`config.mk`:
```
export PLATFORM = sky130hd
export DESIGN_NAME = bsl_unit
export DESIGN_NICKNAME = d
export VERILOG_FILES = /design/src/rtl/bsl_pkg.sv /design/src/rtl/bsl_ctrl.sv /design/src/rtl/bsl_lane.sv /design/src/rtl/bsl_unit.sv
export SDC_FILE = /design/constraint.sdc
export NUM_CORES = 1
export LEC_CHECK = 0
export BUFFER_PORTS_ARGS = -buffer_cell sky130_fd_sc_hd__buf_2
export CAP_MARGIN = 20
export CORE_MARGIN = 4
export CORE_UTILIZATION = 30
export DETAILED_ROUTE_END_ITERATION = 7
export PLACE_DENSITY = 0.58
export SYNTH_ARGS = -nofsm -noshare
export SYNTH_HDL_FRONTEND = slang
export SYNTH_SLANG_ARGS = --single-unit
```
`constraint.sdc`:
```
create_clock -name clk -period 8.06 [get_ports clk]
set_input_delay 1.612 -clock clk [delete_from_list [all_inputs] [get_ports clk]]
set_output_delay 1.612 -clock clk [all_outputs]
set_load 0.05 [all_outputs]
```
`src/rtl/bsl_pkg.sv`:
```
package bsl_pkg;

    typedef enum logic [1:0] {
        ST_IDLE  = 2'd0,
        ST_PREP  = 2'd1,
        ST_READ  = 2'd2,
        ST_WRITE = 2'd3
    } bsl_state_e;

    typedef enum logic [1:0] {
        SZ_BYTE  = 2'd0,
        SZ_HALF  = 2'd1,
        SZ_WORD  = 2'd2,
        SZ_WORD3 = 2'd3
    } bsl_size_e;

    typedef struct packed {
        logic      store;
        bsl_size_e size;
        logic      unsgn;
    } bsl_op_t;

endpackage

```
`src/rtl/bsl_ctrl.sv`:
```
module bsl_ctrl
    import bsl_pkg::*;
#(
    parameter int BUS_AW = 16,
    parameter int NBYTES = 4,
    parameter int IDX_W  = 2
) (
    input  logic              clk,
    input  logic              rst_n,
    input  logic              start_i,
    input  logic              store_i,
    input  logic [1:0]        size_i,
    input  logic              unsigned_i,
    input  logic [BUS_AW-1:0] addr_i,
    output logic              accept_o,
    output bsl_op_t           op_o,
    output logic [IDX_W-1:0]  idx_o,
    output logic [BUS_AW-1:0] bus_addr_o,
    output logic              rd_o,
    output logic              wr_o,
    output logic              done_o
);

    bsl_state_e        state_q, state_d;
    logic [IDX_W-1:0]  idx_q, idx_d;
    logic [BUS_AW-1:0] base_q;
    bsl_op_t           op_q;
    logic [IDX_W-1:0]  last_idx;
    logic              at_last;
    logic              accept;

    assign accept = (state_q == ST_IDLE) && start_i;

    always_comb begin
        unique case (op_q.size)
            SZ_BYTE: last_idx = '0;
            SZ_HALF: last_idx = IDX_W'(1);
            default: last_idx = IDX_W'(NBYTES - 1);
        endcase
    end

    assign at_last = (idx_q == last_idx);

    // next state and byte index
    always_comb begin
        state_d = state_q;
        idx_d   = idx_q;
        unique case (state_q)
            ST_IDLE: begin
                if (accept) begin
                    state_d = store_i ? ST_PREP : ST_READ;
                    idx_d   = '0;
                end
            end
            ST_PREP: state_d = ST_WRITE;
            ST_READ, ST_WRITE: begin
                if (at_last) begin
                    state_d = ST_IDLE;
                end else begin
                    idx_d = idx_q + IDX_W'(1);
                end
            end
        endcase
    end

    // state register
    always_ff @(posedge clk or negedge rst_n) begin
        if (!rst_n) begin
            state_q <= ST_IDLE;
            idx_q   <= '0;
            base_q  <= '0;
            op_q    <= '{store: 1'b0, size: SZ_BYTE, unsgn: 1'b0};
        end else begin
            state_q <= state_d;
            idx_q   <= idx_d;
            if (accept) begin
                base_q <= addr_i;
                op_q   <= '{store: store_i, size: bsl_size_e'(size_i), unsgn: unsigned_i};
            end
        end
    end

    // outputs
    always_comb begin
        rd_o       = 1'b0;
        wr_o       = 1'b0;
        done_o     = 1'b0;
        bus_addr_o = base_q + BUS_AW'(idx_q);
        unique case (state_q)
            ST_IDLE, ST_PREP: ;
            ST_READ: begin
                rd_o   = 1'b1;
                done_o = at_last;
            end
            ST_WRITE: begin
                wr_o   = 1'b1;
                done_o = at_last;
            end
        endcase
    end

    assign accept_o = accept;
    assign op_o     = op_q;
    assign idx_o    = idx_q;

endmodule

```
`src/rtl/bsl_lane.sv`:
```
module bsl_lane
    import bsl_pkg::*;
#(
    parameter int DATA_W = 32,
    parameter int NBYTES = 4,
    parameter int IDX_W  = 2
) (
    input  logic              clk,
    input  logic              rst_n,
    input  logic              clear_i,
    input  logic [DATA_W-1:0] wdata_i,
    input  logic [IDX_W-1:0]  idx_i,
    input  logic              rd_en_i,
    input  logic [7:0]        rbyte_i,
    input  bsl_size_e         size_i,
    input  logic              unsigned_i,
    output logic [7:0]        wbyte_o,
    output logic [DATA_W-1:0] result_o
);

    logic [DATA_W-1:0] wbuf_q;
    logic [DATA_W-1:0] acc_q;
    logic [DATA_W-1:0] merged;
    logic              fill;

    // each lane takes the live bus byte when it is the one being read
    for (genvar g = 0; g < NBYTES; g++) begin : g_lane
        assign merged[g*8 +: 8] = (rd_en_i && (idx_i == IDX_W'(g))) ? rbyte_i : acc_q[g*8 +: 8];
    end

    always_ff @(posedge clk or negedge rst_n) begin
        if (!rst_n) begin
            wbuf_q <= '0;
            acc_q  <= '0;
        end else if (clear_i) begin
            wbuf_q <= wdata_i;
            acc_q  <= '0;
        end else if (rd_en_i) begin
            acc_q  <= merged;
        end
    end

    assign wbyte_o = wbuf_q[{idx_i, 3'b000} +: 8];

    always_comb begin
        unique case (size_i)
            SZ_BYTE: begin
                fill     = ~unsigned_i & merged[7];
                result_o = {{(DATA_W-8){fill}}, merged[7:0]};
            end
            SZ_HALF: begin
                fill     = ~unsigned_i & merged[15];
                result_o = {{(DATA_W-16){fill}}, merged[15:0]};
            end
            default: begin
                fill     = 1'b0;
                result_o = merged;
            end
        endcase
    end

endmodule

```
`src/rtl/bsl_unit.sv`:
```
module bsl_unit
    import bsl_pkg::*;
#(
    parameter int ADDR_W = 32,
    parameter int DATA_W = 32,
    parameter int BUS_AW = 16
) (
    input  logic              clk,
    input  logic              rst_n,
    input  logic              start_i,
    input  logic              op_store_i,
    input  logic [1:0]        op_size_i,
    input  logic              op_unsigned_i,
    input  logic [ADDR_W-1:0] addr_i,
    input  logic [DATA_W-1:0] wdata_i,
    input  logic [7:0]        bus_rdata_i,
    output logic [BUS_AW-1:0] bus_addr_o,
    output logic [7:0]        bus_wdata_o,
    output logic              bus_rd_o,
    output logic              bus_wr_o,
    output logic              done_o,
    output logic [DATA_W-1:0] rdata_o
);

    localparam int NBYTES = DATA_W / 8;
    localparam int IDX_W  = (NBYTES > 1) ? $clog2(NBYTES) : 1;

    logic             accept;
    bsl_op_t          op;
    logic [IDX_W-1:0] idx;

    if (ADDR_W > BUS_AW) begin : g_hi
        logic addr_hi_unused;
        assign addr_hi_unused = ^addr_i[ADDR_W-1:BUS_AW];
    end

    bsl_ctrl #(
        .BUS_AW (BUS_AW),
        .NBYTES (NBYTES),
        .IDX_W  (IDX_W)
    ) u_ctrl (
        .clk        (clk),
        .rst_n      (rst_n),
        .start_i    (start_i),
        .store_i    (op_store_i),
        .size_i     (op_size_i),
        .unsigned_i (op_unsigned_i),
        .addr_i     (addr_i[BUS_AW-1:0]),
        .accept_o   (accept),
        .op_o       (op),
        .idx_o      (idx),
        .bus_addr_o (bus_addr_o),
        .rd_o       (bus_rd_o),
        .wr_o       (bus_wr_o),
        .done_o     (done_o)
    );

    bsl_lane #(
        .DATA_W (DATA_W),
        .NBYTES (NBYTES),
        .IDX_W  (IDX_W)
    ) u_lane (
        .clk        (clk),
        .rst_n      (rst_n),
        .clear_i    (accept),
        .wdata_i    (wdata_i),
        .idx_i      (idx),
        .rd_en_i    (bus_rd_o),
        .rbyte_i    (bus_rdata_i),
        .size_i     (op.size),
        .unsigned_i (op.unsgn),
        .wbyte_o    (bus_wdata_o),
        .result_o   (rdata_o)
    );

endmodule

```
* After elaboration in Yosys (flattened, before gate mapping)
Index checks and enable logic that the tools add are counted.
Word-level totals: bits in registers 87, bits of input ports 79, output and inout bits 59, logic and storage cells 55
Cells by class: add/sub/neg operators 2, equal/unequal tests 11, shifts and indexed selects 1, mux-type cells 18, bitwise gates (word level) 3, reductions and logical operators 13
Operators with widths (number):
- 32-bit two-way mux | 2
- 32-bit case mux with 2 select lines | 1
- 8-bit two-way mux | 4
- 32-bit by 6-bit variable part select with 8-bit output | 1
- 16-bit by 2-bit adder with 16-bit output | 1
- 2-bit two-way mux | 5
- 2-bit == test, second input constant | 4
- 2-bit case mux with 2 select lines | 2
- 2-bit by 1-bit == test with 1-bit output, second input constant | 3
- 2-bit logical NOT | 3
- 2-bit case mux with 3 select lines | 1
- 1-bit logical AND | 5
- 2-bit inequality test, second input constant | 2
- 2-bit nonzero test | 2
- 1-bit two-way mux | 3
- 3-bit AND reduction | 1
- 2-bit by 1-bit adder with 2-bit output, second input constant | 1
- 1-bit bitwise AND | 2
- 2-bit == test | 1
- 2-bit by 1-bit inequality test with 1-bit output, second input constant | 1
- 2-bit AND reduction | 1
- 2-bit OR reduction | 1
- 1-bit NOT | 1

* Logic depth before layout (Yosys ltp)
Gate-level depths: netlist of run 1.
depth after elaboration 6, depth in mapped cells 9, depth with buffers taken out 6

* Cells and area by module
Synthesis of run 1 repeated with hierarchy kept, for this count alone.
Second synthesis, totals: cells, all modules 367, area total of the unflattened synthesis 4205.3 um2
Modules (own cells, without submodules):
- bsl_lane | times used 1, cells each 219, area each 2917.8 um2, sequential area each 1601.5 um2
- bsl_ctrl | times used 1, cells each 148, area each 1287.5 um2, sequential area each 600.6 um2

* Worst setup path after synthesis of run 1
No wires, ideal clock.
path type in2out, start input bus_rdata_i[7], end output rdata_o[16], arrival 3.010 ns, required time 6.448 ns, setup slack 3.438 ns, stages 4, buffers on the path 1, cell sequence mux2_4 o221ai_4 buf_6 a31oi_1
Between the ends: cells in the longest elaborated chain, start to end 3, elaborated cells between the ends (all ways) 5, classes of those cells mux (3); bitwise (2)
RTL lines:
- from (decl) | line bsl_unit.sv:16 | input logic [7:0] bus_rdata_i,
- 8-bit two-way mux | line bsl_lane.sv:28 | assign merged[g*8 +: 8] = (rd_en_i && (idx_i == IDX_W'(g))) ? rbyte_i : acc_q[g*8 +: 8];
- 1-bit bitwise AND (on tied branches) | line bsl_lane.sv:52, bsl_lane.sv:48
- 32-bit case mux with 2 select lines * | line bsl_lane.sv:46 | unique case (size_i)
- to (decl) | line bsl_unit.sv:22 | output logic [DATA_W-1:0] rdata_o
Mark *: on every way between the ends. The rest lies on a longest branch, timed or not.

* Worst setup path in the final report of run 1
start register u_ctrl.idx_q[0] (netlist: u_ctrl.idx_o[0]), end output rdata_o[23]
Between the ends: cells in the longest elaborated chain, start to end 5, elaborated cells between the ends (all ways) 12, classes of those cells eq/ne (2); mux (4); bitwise (2); reduce/logical (4)
RTL lines:
- from (decl) | line bsl_ctrl.sv:25 | logic [IDX_W-1:0] idx_q, idx_d;
- from (signal assigned) | line bsl_ctrl.sv:75 | idx_q <= idx_d;
- 2-bit by 1-bit == test with 1-bit output / 2-bit logical NOT (equally long branches) | line bsl_lane.sv:28
- 1-bit logical AND | line bsl_lane.sv:28
- 8-bit two-way mux | line bsl_lane.sv:28
- 1-bit bitwise AND (on tied branches) | line bsl_lane.sv:52, bsl_lane.sv:48
- 32-bit case mux with 2 select lines * | line bsl_lane.sv:46
Marked as above.

==> results_dict.tcl, run 1 <==
set metrics [dict create \
    synthArstFlopShare_pct 100.0 \
    synth_mux_area_share_pct 21.22 \
    ys_warn_count 0 \
    cts_root_buf "clkbuf_16" \
    post_cts_buffers 0 \
    die-area_sq_um 17550 \
    yosys-top-cells-area "dfrtp_1, mux2_2, nand2_1" \
    gr-total-overflow 0 \
    synth_compound_area_share_pct 10.74 \
    insertion_delay_ns 0.35 \
    startpoint_type "flop" \
    synth.cell_area_sq_um 4647 \
    netlist_top_cells_count "dfrtp_1, nand2_1, mux2_2, a31oi_1, o21ai_0" \
    wl_per_cell_um 17.33 \
    worstSetupPathType "flop to primary output" \
    htree_levels 3 \
    cts_sinks 87 \
    final_nets 627 \
    hold_path.class "flop to flop" \
    worstPathRequired_ns 6.45 \
    cp.arrival_ns 3.28 \
    cp.depth 6 \
    worst_pin_slew_ns 0.9438 \
    hold_violations 0 \
    drc 0 \
    reg2reg_from "u_ctrl.idx_o[0]" \
    setup_viol 0 \
    hpwl_mm 9.088 \
    drt-initial-drc-count 179 \
    startpoint "u_ctrl.idx_o[0]" \
    synthSimpleGateAreaFrac_pct 13.17 \
    synth_top_area_share_pct 46.85 \
    synth-main-ff-cell "dfrtp_1" \
    ys_types 40 \
    fin_worst_skew_ns 0.006479 \
    max_clock_freq_mhz 204.3 \
    grt_max_degree 56 \
    hold_buffers 0 \
    synth_seq_cells 87 \
    r2r_cells 5 \
    status "complete, no violations" \
    cts.repair.resized 0 \
    wl_mm 12.70 \
    boundaryPins 138 \
    synth_seq_area_share_pct 46.85 \
    yosys.cell_count.top_type "dfrtp_1" \
    rows 45 \
    relSlewSlack_pct 37.04 \
    portBuffers 121 \
    vias_per_cell 5.115 \
    synth_adder_area_share_pct 2.046 \
    crit_family "flip-flops" \
    final_max_slew_viol_count 0 \
    drive_gt1_share_pct 38.35 \
    max_stage_delay_ns 0.84 \
    crit_path_end_kind "primary output" \
    cts_buffers 9 \
    multiInputGateArea_sq_um 2323 \
    yosysTopAreaCell "dfrtp_1" \
    synth_nets 519 \
    vias 3749 \
    syn_inst 433 \
    syn_avg_cell_area_sq_um 10.73 \
    synth_top_family_by_area "multiplexers" \
    drv_cap 0 \
    die_y_um 132.5 \
    path_cells "ha_1 > nand3b_1 > and2_1 > o221ai_4 > a31oi_1 > buf_2" \
    grt_pass1_wl_mm 20.68 \
    clk_pin_slew_ns 0.06 \
    place_congestion 0.8086 \
    grt_use_total_pct 14.78 \
    antenna_cells 0 \
    cp_max_fo 16 \
    die_width_um 132.5 \
    timing.final.crit_share_pct 60.72 \
    dr.pass1.iters 4 \
    layout_min_cycle_time_ns 4.894 \
    synth_xor_xnor_area_share_pct 2.639 \
    clock_path_buffers 2 \
    rsz0062_at_grt "false" \
    regArea_sq_um 2177 \
    grt_antenna_before_repair 3 \
    syn2layout_area_growth_pct 22.64 \
    coreArea_sq_um 15200 \
    tns_ns 0 \
    grt_pass1_vias 3871 \
    fillers 1518 \
    holdPathStages 1 \
    synth_edf_count 0 \
    cts_tree "built" \
    start_util_pct 30.57 \
    crit_path_top_delay_cell "dfrtp_1" \
    min_from "u_lane.acc_q[4]" \
    crit_buf_inv 1 \
    drtAntennaViolNets 0 \
]
[routing by layer]
layer / up-vias / GRT usage (%) / routed length [um]
li1: 1742 / - / -
met1: 1844 / 18.71 / 5532
met2: 136 / 23.03 / 5759
met3: 21 / 5.285 / 1132
met4: 6 / 6.062 / 235
met5: - / 0 / 42
[logic make-up (layout without fill, tap and decap cells)]
kind of cell               after synthesis  in the layout
and+or+nand+nor                        130            130
DFF                                     87             87
muxes                                   81             81
buffers and inverters                   35            147
xor gates and xnor gates                14             14
AOI/OAI and AO/OA                       79             79
adders and majority gates                7              7
[worst register-to-register path: cells and delay by family (launching register included)]
family                   cells  cell delay (ns)
flip-flops                   1             0.84
AND/OR/NAND/NOR              2             0.90
adder cells (fa/ha/maj)      1             0.24
buffers and inverters        1             0.20
AO/OA/AOI/OAI                1             0.21
[flip-flops by register name (all words and copies together) (netlist names)]
signal          count
u_lane.acc_q       32
u_lane.wbuf_q      32
u_ctrl.base_q      16
u_ctrl.op_o         3
u_ctrl.idx_o        2
u_ctrl.state_q      2
[metrics by stage]
| step | std cells | worst slack [ns] | instance area (sq um) | hold slack [ns] | util, % |
|---|---|---|---|---|---|
| floorplan | 433 | 3.438 | 4647 | 0.4622 | - |
| global placement | 718 | 3.495 | 5393 | 0.4818 | 35.47 |
| detailed placement | 718 | 3.471 | 5393 | 0.4849 | 35.47 |
| CTS | 733 | 3.084 | 5699 | 0.5011 | 37.49 |
| global route | 733 | 2.878 | 5699 | 0.5209 | 37.49 |
| finish | 733 | 3.166 | 5699 | 0.4943 | 37.49 |
[layout by cell type (no fill, tap or decap), types with 2 or more instances in the layout]
cell type and count:
a21oi_1 13, a22o_1 10, a31oi_1 25, and2_1 7, and3_1 2, buf_2 120, buf_4 3, clkbuf_16 9
clkbuf_8 2, clkinvlp_4 2, dfrtp_1 87, ha_1 6, inv_1 9, mux2_2 56, mux2i_1 16, mux4_2 8
nand2_1 78, nand2b_1 2, nand3_1 3, nand3b_1 2, nand4_1 4, nor2_1 7, nor2b_1 15, nor3b_1 2
o21ai_0 25, or2_2 2, xnor2_1 9, xor2_1 5
[path summary, 6_finish.rpt]
kind / endpoint / slack (ns)
worst min-delay path: u_lane.acc_q[4] / 0.49
max in group asynchronous: u_lane.acc_q[13] / 5.74
worst max register to register: u_lane.acc_q[1] / 5.59
worst max-delay path: rdata_o[23] / 3.17
worst min register to register: u_lane.acc_q[4] / 0.49
min in group asynchronous: u_ctrl.base_q[15] / 1.20
[area by class of cell]
cell class	instances	share of cell area, %
clock inverter	4	0.9440
tap	188	4.127
clock buffer	11	4.435
inverter	9	0.5928
sequential	87	38.20
timing repair buffer	123	10.93
multi-input combinational	311	40.77
Power of run 1 is left out: the tool's default activity adds up to more than one toggle a clock period on the data nets, which glitch-free logic cannot reach.
==> run 2: changes to the inputs <==
==> constraint.sdc (replaced) <==
create_clock -name clk -period 5 [get_ports clk]
set_input_delay 1 -clock clk [delete_from_list [all_inputs] [get_ports clk]]
set_output_delay 1 -clock clk [all_outputs]
set_load 0.05 [all_outputs]
==> results_dict.tcl, run 2 (same netlist as run 1, synthesis figures left out) <==
set metrics [dict create \
    status "complete, no violations" \
    startpoint_type "flop" \
    cts_root_buf "clkbuf_16" \
    grt_pass1_vias 3928 \
    final_max_slew_viol_count 0 \
    crit_buf_inv 2 \
    timing.final.crit_share_pct 78.29 \
    wl_mm 12.42 \
    layout_min_cycle_time_ns 3.914 \
    relSlewSlack_pct 37.91 \
    crit_path_top_delay_cell "ha_1" \
    drc 0 \
    die_y_um 132.5 \
    clock_path_buffers 2 \
    rows 45 \
    grt_antenna_before_repair 1 \
    post_cts_buffers 0 \
    cts_sinks 87 \
    vias 3693 \
    worstPathRequired_ns 4.00 \
    layout_common_cells "buf_2, dfrtp_1, nand2_1" \
    max_stage_delay_ns 0.56 \
    syn2layout_area_growth_pct 23.45 \
    r2r-end "u_lane.acc_q[2]" \
    fillers 1519 \
    hold_violations 0 \
    reg.largest.list "u_lane.acc_q x32, u_lane.wbuf_q x32, u_ctrl.base_q x16" \
    fin_worst_skew_ns 0.006922 \
    drtAntennaViolNets 0 \
    cp.arrival_ns 2.91 \
    holdPathStages 1 \
    portBuffers 121 \
    reg2reg_from "u_ctrl.state_q[0]" \
    cts.repair.resized 0 \
    antenna_cells 0 \
    dr.pass1.iters 4 \
    hold_buffers 0 \
    htree_levels 3 \
    crit_path_end_kind "primary output" \
    grt_max_degree 58 \
    boundaryPins 138 \
    insertion_delay_ns 0.34 \
    vias_per_cell 5.011 \
    crit_end "rdata_o[25]" \
    drv_cap 0 \
    die-area_sq_um 17550 \
    layout_commonest_cell "buf_2" \
    worstSetupPathType "flop to primary output" \
    grt_pass1_wl_mm 20.67 \
    grt_use_total_pct 14.55 \
    r2r_cells 4 \
    crit_family "simple AND/OR/NAND/NOR gates" \
    drt-initial-drc-count 205 \
    coreArea_sq_um 15200 \
    tns_ns 0 \
    path_cells "buf_4 > ha_1 > nand3b_1 > and2_1 > o221ai_4 > a31oi_1 > buf_2" \
    cp_max_fo 16 \
    reg2reg_slack_ns 2.90 \
    clk_pin_slew_ns 0.07 \
    max_clock_freq_mhz 255.5 \
    startpoint "u_ctrl.idx_o[0]" \
    drive_gt1_share_pct 38.62 \
    hold_path.class "flop to flop" \
    start_util_pct 30.57 \
    cts_buffers 9 \
    wl_per_cell_um 16.85 \
    setup_viol 0 \
    hpwl_mm 8.969 \
    cts_tree "built" \
    cp.depth 7 \
    gr-total-overflow 0 \
    die_width_um 132.5 \
    worst_pin_slew_ns 0.9308 \
    rsz0062_at_grt "false" \
    final_nets 630 \
    place_congestion 0.8388 \
]
-- run 2: cell count changes in the layout (fill, tap and decap cells not counted) --
| cell | change |
|---|---|
| buf_4 | +3 |
| clkbuf_8 | -2 |
| bufinv_16 | +1 |
| clkbuf_1 | +1 |
| inv_6 | +1 |
-- run 2: cell type report --
class                           instances  area, sq um  share of cell area (%)
Multi-Input combinational cell        311         2323                   40.50
Tap cell                              188        235.2                   4.100
Clock buffer                           10        229.0                   3.991
Inverter                                9        33.78                  0.5889
Timing Repair Buffer                  126        645.6                   11.25
Clock inverter                          6        92.59                   1.614
Sequential cell                        87         2177                   37.95
-- run 2: worst min path at each step --
stage	start	endpoint	slack, ns
6_report	u_lane.acc_q[3]	u_lane.acc_q[3]	0.49
2_1_floorplan	u_lane.acc_q[0]	u_lane.acc_q[0]	0.46
3_5_place_dp	u_lane.acc_q[4]	u_lane.acc_q[4]	0.48
4_1_cts	u_lane.acc_q[3]	u_lane.acc_q[3]	0.50
3_3_place_gp	u_lane.acc_q[6]	u_lane.acc_q[6]	0.48
5_1_grt	u_lane.acc_q[5]	u_lane.acc_q[5]	0.51
-- run 2: metal layers --
layer  vias to the layer above  global-route usage [%]  wire, um
met1                      1781                   19.13      5592
li1                       1760                       -         -
met4                         2                   4.677       172
met3                        18                   5.361      1133
met5                         -                       0        16
met2                       132                   22.35      5506
-- run 2: metrics by stage --
step | utilization, % | area, sq um | hold slack [ns] | std cells | setup WS, ns
3_5_place_dp | 35.62 | 5415 | 0.4776 | 721 | 1.427
4_1_cts | 37.74 | 5737 | 0.4995 | 737 | 1.043
2_1_floorplan | - | 4647 | 0.4622 | 433 | 1.155
3_3_place_gp | 35.62 | 5415 | 0.4817 | 721 | 1.505
6_report | 37.74 | 5737 | 0.4937 | 737 | 1.086
5_1_grt | 37.74 | 5737 | 0.5098 | 737 | 0.8515
Power of run 2 is left out for the same reason.
==> run 3: changes to the inputs <==
--- a/config.mk
+++ b/config.mk
@@ -5,6 +5,7 @@
 export SDC_FILE = /design/constraint.sdc
 export NUM_CORES = 1
 export LEC_CHECK = 0
+export ABC_AREA = 1
 export BUFFER_PORTS_ARGS = -buffer_cell sky130_fd_sc_hd__buf_2
 export CAP_MARGIN = 20
 export CORE_MARGIN = 4
==> constraint.sdc (replaced) <==
create_clock -name clk -period 4 [get_ports clk]
set_input_delay 0.8 -clock clk [delete_from_list [all_inputs] [get_ports clk]]
set_output_delay 0.8 -clock clk [all_outputs]
set_load 0.05 [all_outputs]
==> results_dict.tcl, run 3 <==
set metrics [dict create \
    status "complete, no violations" \
    synth_nets 692 \
    final_max_slew_viol_count 0 \
    dr_wl_met3_um 958 \
    syn2layout_area_growth_pct 23.18 \
    synth-main-ff-cell "dfrtp_1" \
    netlist_top_cells_count "nand2_1, dfrtp_1, nor2_1, inv_1, o21ai_0" \
    insertion_delay_ns 0.34 \
    relSlewSlack_pct 49.02 \
    crit_path_top_delay_cell "dfrtp_1" \
    worst_pin_slew_ns 0.7648 \
    hold_violations 0 \
    hold_buffers 0 \
    dr.pass1.iters 6 \
    die_width_um 131.7 \
    synth_seq_cells 87 \
    cts_buffers 9 \
    synth.cell_area_sq_um 4593 \
    grt_pass1_vias 4086 \
    worstSetupPathType "flop to primary output" \
    drtAntennaViolNets 0 \
    die-area_sq_um 17350 \
    met1_length_mm 5.914 \
    reg2reg_slack_ns 2.14 \
    post_cts_buffers 0 \
    synth_edf_count 0 \
    drive_gt1_share_pct 23.93 \
    cts_tree "built" \
    die_y_um 131.7 \
    layout_min_cycle_time_ns 3.368 \
    clk_pin_slew_ns 0.06 \
    grt_pass1_wl_mm 20.56 \
    rows 44 \
    max_stage_delay_ns 0.37 \
    grt_max_degree 79 \
    clock_path_buffers 2 \
    grt_use_total_pct 14.65 \
    drt-initial-drc-count 172 \
    ys_types 29 \
    vias_per_cell 4.572 \
    timing.final.crit_share_pct 84.19 \
    setup_viol 0 \
    final_nets 808 \
    start_util_pct 31.13 \
    drc 0 \
    tns_ns 0 \
    yosysTopAreaCell "dfrtp_1" \
    wl_per_cell_um 13.65 \
    grt_antenna_before_repair 1 \
    gr-total-overflow 0 \
    rsz0062_at_grt "false" \
    cts_root_buf "clkbuf_16" \
    path_cells "inv_1 > ha_1 > inv_1 > nor2_2 > nand2_1 > nand2_2 > inv_2 > nand2_4 > o21ai_0 > buf_2" \
    layout_common_cells "nand2_1, buf_2, dfrtp_1" \
    worstPathRequired_ns 3.20 \
    fin_worst_skew_ns 0.005545 \
    boundaryPins 138 \
    reg.largest.list "u_lane.acc_q x32, u_lane.wbuf_q x32, u_ctrl.base_q x16" \
    yosys.cell_count.top_type "nand2_1" \
    cp.arrival_ns 2.57 \
    portBuffers 121 \
    layout_commonest_cell "nand2_1" \
    hold_path.class "primary input to async pin" \
    place_congestion 0.8264 \
    yosys-top-cells-area "dfrtp_1, nand2_1, nor2_1" \
    coreArea_sq_um 14750 \
    wl_mm 12.44 \
    cts.repair.resized 0 \
    crit_path_end_kind "primary output" \
    routed.top_layer "met5" \
    synth_top_area_share_pct 47.40 \
    wl_met2_mm 5.357 \
    synthArstFlopShare_pct 100.0 \
    ys_warn_count 0 \
    max_clock_freq_mhz 297.0 \
    htree_levels 3 \
    synth_seq_area_share_pct 47.40 \
    hpwl_mm 8.824 \
    syn_inst 606 \
    antenna_cells 0 \
    cts_sinks 87 \
    vias 4165 \
    syn_avg_cell_area_sq_um 7.579 \
    cpMostUsedCell "inv_1" \
    drv_cap 0 \
    cp_max_fo 24 \
    startpoint_type "flop" \
]
[run 3: cell types whose count changed in the layout (fill, tap and decap cells not counted), moves of 16 or more]
cell     before  now
o21ai_0      25   44
mux2_2       56    0
inv_1         9   52
nor2_1        7   70
nand3_1       3   38
nand2_1      78  215
mux2i_1      16    0
a31oi_1      25    0
[run 3: cells by family (layout without fill, tap and decap cells)]
family / count (synthesis) / count (layout) / share of synthesized area [%]
flops: 87 / 87 / 47.40
buf+inv: 83 / 204 / 8.662
compound gates: 64 / 64 / 7.192
fa+ha+maj: 7 / 7 / 2.070
simple gates: 356 / 356 / 32.96
xor+xnor: 9 / 9 / 1.716
[run 3: through the flow]
| step | hold WS (ns) | util, % | std cells | setup slack (ns) | instance area [sq um] |
|---|---|---|---|---|---|
| CTS | 0.4769 | 38.21 | 910 | 0.5634 | 5638 |
| finish | 0.4157 | 38.35 | 911 | 0.6325 | 5658 |
| detailed placement | 0.4600 | 36.02 | 894 | 0.9514 | 5314 |
| global route | 0.4490 | 38.35 | 911 | 0.4189 | 5658 |
| floorplan | 0.4436 | - | 606 | 0.5906 | 4593 |
| global placement | 0.4571 | 36.02 | 894 | 0.9892 | 5314 |
[run 3: worst max-delay path, delay by kind of cell, from the launching register on]
kind | cells | cell delay, ns
AO/OA/AOI/OAI | 1 | 0.19
AND/OR/NAND/NOR | 4 | 0.64
buffers and inverters | 4 | 0.73
flip-flops | 1 | 0.37
adder cells (fa/ha/maj) | 1 | 0.27
[run 3: worst paths after layout]
kind | start | to | cells past startpoint
max | u_ctrl.idx_o[1] | rdata_o[15] | 10
min | rst_n | u_lane.acc_q[3] | 1
max reg2reg | u_ctrl.idx_o[0] | u_lane.acc_q[0] | 8
min reg2reg | u_lane.wbuf_q[11] | u_lane.wbuf_q[11] | 2
max in group asynchronous | rst_n | u_lane.acc_q[5] | 3
min in group clk | u_lane.wbuf_q[11] | u_lane.wbuf_q[11] | 2
[run 3: per-layer routing]
metal,global-route usage (%),up-vias
met4,5.309,2
met2,22.01,133
met5,0,-
met1,20.16,1889
li1,-,2127
met3,4.198,14
[run 3: cell type report]
class | instances | area (sq um)
Tap cell | 184 | 230.2
Clock inverter | 5 | 81.33
Multi-Input combinational cell | 436 | 2018
Sequential cell | 87 | 2177
Fill cell | 1613 | 9096
Clock buffer | 11 | 242.7
Timing Repair Buffer | 130 | 688.2
Inverter | 58 | 220.2
Power of run 3 is left out for the same reason.
